### config.mk
export PLATFORM = sky130hd
export DESIGN_NAME = credit_tracker
export DESIGN_NICKNAME = d
export VERILOG_FILES = /design/src/rtl/credit_pkg.sv /design/src/rtl/credit_est.sv /design/src/rtl/credit_decide.sv /design/src/rtl/credit_evcnt.sv /design/src/rtl/credit_tracker.sv
export SDC_FILE = /design/constraint.sdc
export NUM_CORES = 1
export LEC_CHECK = 0
export BUFFER_PORTS_ARGS = -buffer_cell sky130_fd_sc_hd__buf_2
export CORE_MARGIN = 10
export CORE_UTILIZATION = 62
export CTS_CLUSTER_DIAMETER = 40
export CTS_CLUSTER_SIZE = 10
export DETAILED_ROUTE_END_ITERATION = 10
export MAX_ROUTING_LAYER = met4
export PLACE_DENSITY = 0.87
export SETUP_SLACK_MARGIN = 0.3
export SYNTH_ARGS = -nofsm -noshare
export SYNTH_HDL_FRONTEND = slang
export SYNTH_SLANG_ARGS = --single-unit
export TNS_END_PERCENT = 5
### constraint.sdc
create_clock -name clk -period 13.7 [get_ports clk]
set_input_delay 2.055 -clock clk [delete_from_list [all_inputs] [get_ports clk]]
set_output_delay 2.055 -clock clk [all_outputs]
set_load 0.1 [all_outputs]
### src/rtl/credit_pkg.sv
package credit_pkg;
  typedef enum logic [1:0] {
    CAUSE_NONE = 2'd0,
    CAUSE_ROB  = 2'd1,
    CAUSE_IQ   = 2'd2,
    CAUSE_LSQ  = 2'd3
  } cause_e;
  localparam int unsigned NUM_SRC = 3;
endpackage

### src/rtl/credit_est.sv
module credit_est #(
  parameter int unsigned CNT_W = 6,
  parameter int unsigned EST_W = CNT_W + 2
) (
  input  logic                    clk,
  input  logic                    rst,
  input  logic                    upd_vld,
  input  logic [CNT_W-1:0]        upd_free,
  input  logic [CNT_W-1:0]        inflight,
  input  logic [CNT_W-1:0]        drained,
  output logic signed [EST_W-1:0] est
);
  localparam int unsigned PAD = EST_W - CNT_W;

  logic [CNT_W-1:0] free_q;

  // stored free count, refreshed only by a valid report
  always_ff @(posedge clk) begin
    if (rst) free_q <= '0;
    else if (upd_vld) free_q <= upd_free;
  end

  // free minus (in flight minus drained)
  always_comb begin
    est = $signed({{PAD{1'b0}}, free_q})
        - $signed({{PAD{1'b0}}, inflight})
        + $signed({{PAD{1'b0}}, drained});
  end
endmodule

### src/rtl/credit_decide.sv
module credit_decide
  import credit_pkg::*;
#(
  parameter int unsigned CNT_W = 6,
  parameter int unsigned EST_W = CNT_W + 2
) (
  input  logic                    clk,
  input  logic                    rst,
  input  logic signed [EST_W-1:0] est_rob,
  input  logic signed [EST_W-1:0] est_iq,
  input  logic signed [EST_W-1:0] est_lsq,
  input  logic [CNT_W-1:0]        avail,
  output logic [CNT_W-1:0]        allow_q,
  output logic                    block_q,
  output cause_e                  cause_q,
  output logic [NUM_SRC-1:0]      evt
);
  localparam int unsigned PAD = EST_W - CNT_W;

  logic signed [EST_W-1:0] min_v;
  logic signed [EST_W-1:0] avail_s;
  cause_e                  src;
  cause_e                  cause_d;
  logic [CNT_W-1:0]        allow_d;
  logic                    block_d;

  always_comb begin
    min_v = est_rob;
    src   = CAUSE_ROB;
    if (est_iq < min_v) begin
      min_v = est_iq;
      src   = CAUSE_IQ;
    end
    if (est_lsq < min_v) begin
      min_v = est_lsq;
      src   = CAUSE_LSQ;
    end
  end

  always_comb begin
    avail_s = $signed({{PAD{1'b0}}, avail});
    allow_d = avail;
    block_d = 1'b0;
    cause_d = CAUSE_NONE;
    if (avail == '0) begin
      allow_d = '0;
    end else if (min_v <= 0) begin
      allow_d = '0;
      block_d = 1'b1;
      cause_d = src;
    end else if (min_v < avail_s) begin
      allow_d = min_v[CNT_W-1:0];
      block_d = 1'b1;
      cause_d = src;
    end
  end

  always_comb begin
    evt = '0;
    case (cause_d)
      CAUSE_ROB: evt[0] = block_d;
      CAUSE_IQ:  evt[1] = block_d;
      CAUSE_LSQ: evt[2] = block_d;
      default:   evt    = '0;
    endcase
  end

  always_ff @(posedge clk) begin
    if (rst) begin
      allow_q <= '0;
      block_q <= 1'b0;
      cause_q <= CAUSE_NONE;
    end else begin
      allow_q <= allow_d;
      block_q <= block_d;
      cause_q <= cause_d;
    end
  end
endmodule

### src/rtl/credit_evcnt.sv
module credit_evcnt #(
  parameter int unsigned EV_W = 16
) (
  input  logic            clk,
  input  logic            rst,
  input  logic            inc,
  output logic [EV_W-1:0] cnt
);
  always_ff @(posedge clk) begin
    if (rst) cnt <= '0;
    else if (inc && (cnt != '1)) cnt <= cnt + 1'b1;
  end
endmodule

### src/rtl/credit_tracker.sv
module credit_tracker
  import credit_pkg::*;
#(
  parameter int unsigned CNT_W = 6,
  parameter int unsigned EV_W  = 16
) (
  input  logic             clk,
  input  logic             rst,
  input  logic             rob_upd_vld,
  input  logic [CNT_W-1:0] rob_upd_free,
  input  logic             rob_upd_empty,
  input  logic             iq_upd_vld,
  input  logic [CNT_W-1:0] iq_upd_free,
  input  logic             lsq_upd_vld,
  input  logic [CNT_W-1:0] lsq_upd_free,
  input  logic [CNT_W-1:0] disp_cnt,
  input  logic [CNT_W-1:0] disp_ls_cnt,
  input  logic [CNT_W-1:0] renamed_cnt,
  input  logic [CNT_W-1:0] avail_cnt,
  output logic [CNT_W-1:0] allow_cnt,
  output logic             block_req,
  output logic [1:0]       limit_cause,
  output logic             rob_empty,
  output logic [EV_W-1:0]  rob_full_evts,
  output logic [EV_W-1:0]  iq_full_evts,
  output logic [EV_W-1:0]  lsq_full_evts
);
  localparam int unsigned EST_W = CNT_W + 2;
  localparam logic signed [EST_W-1:0] IF_MAX = $signed({2'b00, {CNT_W{1'b1}}});

  logic [CNT_W-1:0]        inflight_q;
  logic signed [EST_W-1:0] inflight_sum;
  logic signed [EST_W-1:0] est_rob, est_iq, est_lsq;
  logic [NUM_SRC-1:0]      evt;
  logic [EV_W-1:0]         evcnt [NUM_SRC];
  cause_e                  cause_q;

  // renamed-but-not-dispatched count with clamping at both ends
  always_comb begin
    inflight_sum = $signed({2'b00, inflight_q})
                 + $signed({2'b00, renamed_cnt})
                 - $signed({2'b00, disp_cnt});
  end

  always_ff @(posedge clk) begin
    if (rst) inflight_q <= '0;
    else if (inflight_sum < 0) inflight_q <= '0;
    else if (inflight_sum > IF_MAX) inflight_q <= '1;
    else inflight_q <= inflight_sum[CNT_W-1:0];
  end

  always_ff @(posedge clk) begin
    if (rst) rob_empty <= 1'b1;
    else if (rob_upd_vld) rob_empty <= rob_upd_empty;
  end

  credit_est #(.CNT_W(CNT_W), .EST_W(EST_W)) u_est_rob (
    .clk(clk), .rst(rst), .upd_vld(rob_upd_vld), .upd_free(rob_upd_free),
    .inflight(inflight_q), .drained(disp_cnt), .est(est_rob)
  );

  credit_est #(.CNT_W(CNT_W), .EST_W(EST_W)) u_est_iq (
    .clk(clk), .rst(rst), .upd_vld(iq_upd_vld), .upd_free(iq_upd_free),
    .inflight(inflight_q), .drained(disp_cnt), .est(est_iq)
  );

  credit_est #(.CNT_W(CNT_W), .EST_W(EST_W)) u_est_lsq (
    .clk(clk), .rst(rst), .upd_vld(lsq_upd_vld), .upd_free(lsq_upd_free),
    .inflight(inflight_q), .drained(disp_ls_cnt), .est(est_lsq)
  );

  credit_decide #(.CNT_W(CNT_W), .EST_W(EST_W)) u_decide (
    .clk(clk), .rst(rst), .est_rob(est_rob), .est_iq(est_iq),
    .est_lsq(est_lsq), .avail(avail_cnt), .allow_q(allow_cnt),
    .block_q(block_req), .cause_q(cause_q), .evt(evt)
  );

  assign limit_cause = cause_q;

  for (genvar g = 0; g < NUM_SRC; g++) begin : g_evcnt
    credit_evcnt #(.EV_W(EV_W)) u_cnt (
      .clk(clk), .rst(rst), .inc(evt[g]), .cnt(evcnt[g])
    );
  end

  assign rob_full_evts = evcnt[0];
  assign iq_full_evts  = evcnt[1];
  assign lsq_full_evts = evcnt[2];
endmodule

==> results by group <==
Status
  – Status: completed

Setup path
  – R2R setup slack: 4.37 ns
  – WP buf/inv: 3
  – Crit-path max cell delay: 0.51 ns
  – Worst path top cell family by delay: compound AO/OA/AOI/OAI gates
  – Max Fanout on Critical Path: 21
  – Worst setup SP type: input pin
  – Worst EP arrival: 10.11 ns
  – WP data required: 13.96 ns
  – CP Capture Type: flop
  – Critical path type: in2reg
  – Slowest cell on crit path: a21oi_4

Placed design
  – Dpl ws: 3.60 ns
  – Buffers on Ports: 105
  – GPL Wtd Cong: 0.948
  – DP HPWL: 13300 um

Global routing
  – Pin count of the biggest net entering global routing: 96
  – Vias in the first global route: 5877
  – Initial antenna violation count: 1
  – Total GRT Usage: 0.230
  – Grt ovf: 0
  – First-pass GRT wire length: 27500 um

Route
  – Overall routed net length: 16800 um
  – Avg WL per Cell: 16.9 um
  – First-pass DRT Iterations: 5
  – Routed vias: 5854
  – Residual DRC: 0
  – Final antenna-violating net count: 0
  – Avg Vias per Cell: 5.90
  – Iteration-0 DRC Markers: 429

Clock tree
  – Hold Buf Count CTS: 0
  – Num CTS Buffers: 9
  – Clk sinks: 82
  – H-tree levels: 3
  – CTS tree: built
  – Clock Tree Buf Depth: 2
  – Root buffer cell: clkbuf_8
  – Worst-path clk slew: 0.09 ns
  – Setup Buffers After CTS: 0
  – Clk_lat worst skew: 0.38 ns
  – Post_cts resized: 0

Cells and area
  – Layout area overhead: 12.0%
  – Nets: 976
  – Layout cell share with drive strength beyond 1: 0.179

Timing
  – Final Critical Period: 9.86 ns
  – Fin Clk Skew: 0.0138 ns
  – Final hold violation count: 0
  – Slew margin rel.: 0.346
  – Fmax: 101 MHz
  – Fin worst setup slack: 3.84 ns
  – Fin Setup TNS: 0 ns
  – Final setup fails: 0
  – RSZ-0062 raised after global routing: no
  – Final Cycle Share: 0.719
  – Slew @ Worst Pin: 0.960 ns
  – Max-slew violation count: 0

Yosys
  – Commonest cells post-synth: 92 x nor2_1, 82 x dfxtp_1, 74 x inv_1
  – Number of synthesized flops with an enable pin: 0
  – Largest cells by area after synthesis: dfxtp_1 25%, ha_1 13%, nor2_1 5.3%, xnor2_1 4.3%, inv_1 4.3%
  – Yosys cell types: 70
  – Area leader, netlist: dfxtp_1
  – Mean Syn Cell Area: 8.57 sq um
  – Mapped Cells: 754
  – Synthesized flop and latch total: 82
  – Syn Nets: 879
  – Seq/Total Area, Yosys: 0.254
  – Synth warn: 0
  – Async S/R FF share, synth: 0
  – Prevailing post-synth register cell: dfxtp_1
  – Share of the synthesized area in the top cell type: 0.254
  – Post-Syn Area: 6460 sq um
  – Count leader, synth: nor2_1

Floorplan
  – Row Count: 37
  – Starting Density: 0.631
  – Die area: 14900 sq um
  – IO Count: 106
  – Die X: 122 um
  – CORE AREA: 10200 sq um
  – Die Span Y: 122 um

Job
  – Max-cap violations: 0

Worst hold path
  – Hold crit path type: reg2reg
[metrics by stage]
step            util  hold slack, ns  cells  area [sq um]
2_1_floorplan      -           0.460    754          6460
3_3_place_gp   0.690           0.479    976          7060
3_5_place_dp   0.690           0.497    976          7060
4_1_cts        0.707           0.527    992          7240
5_1_grt        0.707           0.540    993          7240
6_report       0.707           0.523    993          7240
[cell usage in the layout (no fill, tap or decap), types with 12 or more instances in the layout]
cell / instances
a21o_1: 20
a21oi_1: 45
and3_1: 19
buf_2: 105
dfxtp_1: 82
fa_1: 12
ha_1: 65
inv_1: 74
mux2_1: 19
mux2i_1: 27
nand2_1: 24
nand3_1: 21
nand4_1: 12
nor2_1: 92
nor2b_1: 27
o21a_1: 12
o21ai_0: 14
xnor2_1: 32
[area by class of cell]
| cell class | instances | area (sq um) |
|---|---|---|
| inverters | 74 | 278 |
| repair buffers | 106 | 533 |
| clock inverters | 7 | 52.6 |
| diodes | 1 | 2.50 |
| flip-flops and latches | 82 | 1640 |
| clock buffers | 9 | 124 |
| well taps | 136 | 170 |
| fillers | 750 | 2990 |
| multi-input cells | 578 | 4440 |
[worst register-to-register path: cells and delay by family, from the launching register on]
kind                     cells  cell delay (ns)
AO/OA/AOI/OAI               14             3.38
AND/OR/NAND/NOR             11             2.17
adder cells (fa/ha/maj)      6             1.90
multiplexers                 3             0.97
flip-flops                   1             0.44
buffers and inverters        2             0.19
XOR/XNOR                     1             0.17
[metal layers]
metal | share of wire | vias up | wire length (um) | track usage
met5 | 0 | - | 0 | -
met4 | 0.040 | 0 | 675 | 0.112
met3 | 0.072 | 67 | 1210 | 0.0490
met2 | 0.49 | 243 | 8200 | 0.392
met1 | 0.40 | 2708 | 6740 | 0.248
li1 | - | 2836 | - | -
[registers in the layout (all words and copies together), names as in the netlist]
name / cells
u_est_lsq.free_q: 6
inflight_q: 6
rob_empty: 1
u_decide.cause_q: 2
u_decide.block_q: 1
u_decide.allow_q: 6
u_est_iq.free_q: 6
g_evcnt.u_cnt.cnt: 48
u_est_rob.free_q: 6
[final timing paths]
path | start | end | depth (start not counted)
worst max-delay path | disp_cnt[0] | g_evcnt[2].u_cnt.cnt[8] | 36
worst min-delay path | u_est_rob.free_q[3] | u_est_rob.free_q[3] | 2
worst max register to register | inflight_q[0] | g_evcnt[2].u_cnt.cnt[8] | 37
worst min register to register | u_est_rob.free_q[3] | u_est_rob.free_q[3] | 2
[kinds of logic after synthesis]
group | share of synthesized area
XOR/XNOR | 0.0595
multiplexers | 0.0831
buffers and inverters | 0.0591
AO/OA/AOI/OAI | 0.179
flip-flops | 0.254
adder cells (fa/ha/maj) | 0.163
AND/OR/NAND/NOR | 0.202
Power is left out: the tool's default activity adds up to more than one toggle a clock period on the data nets, which glitch-free logic cannot reach.
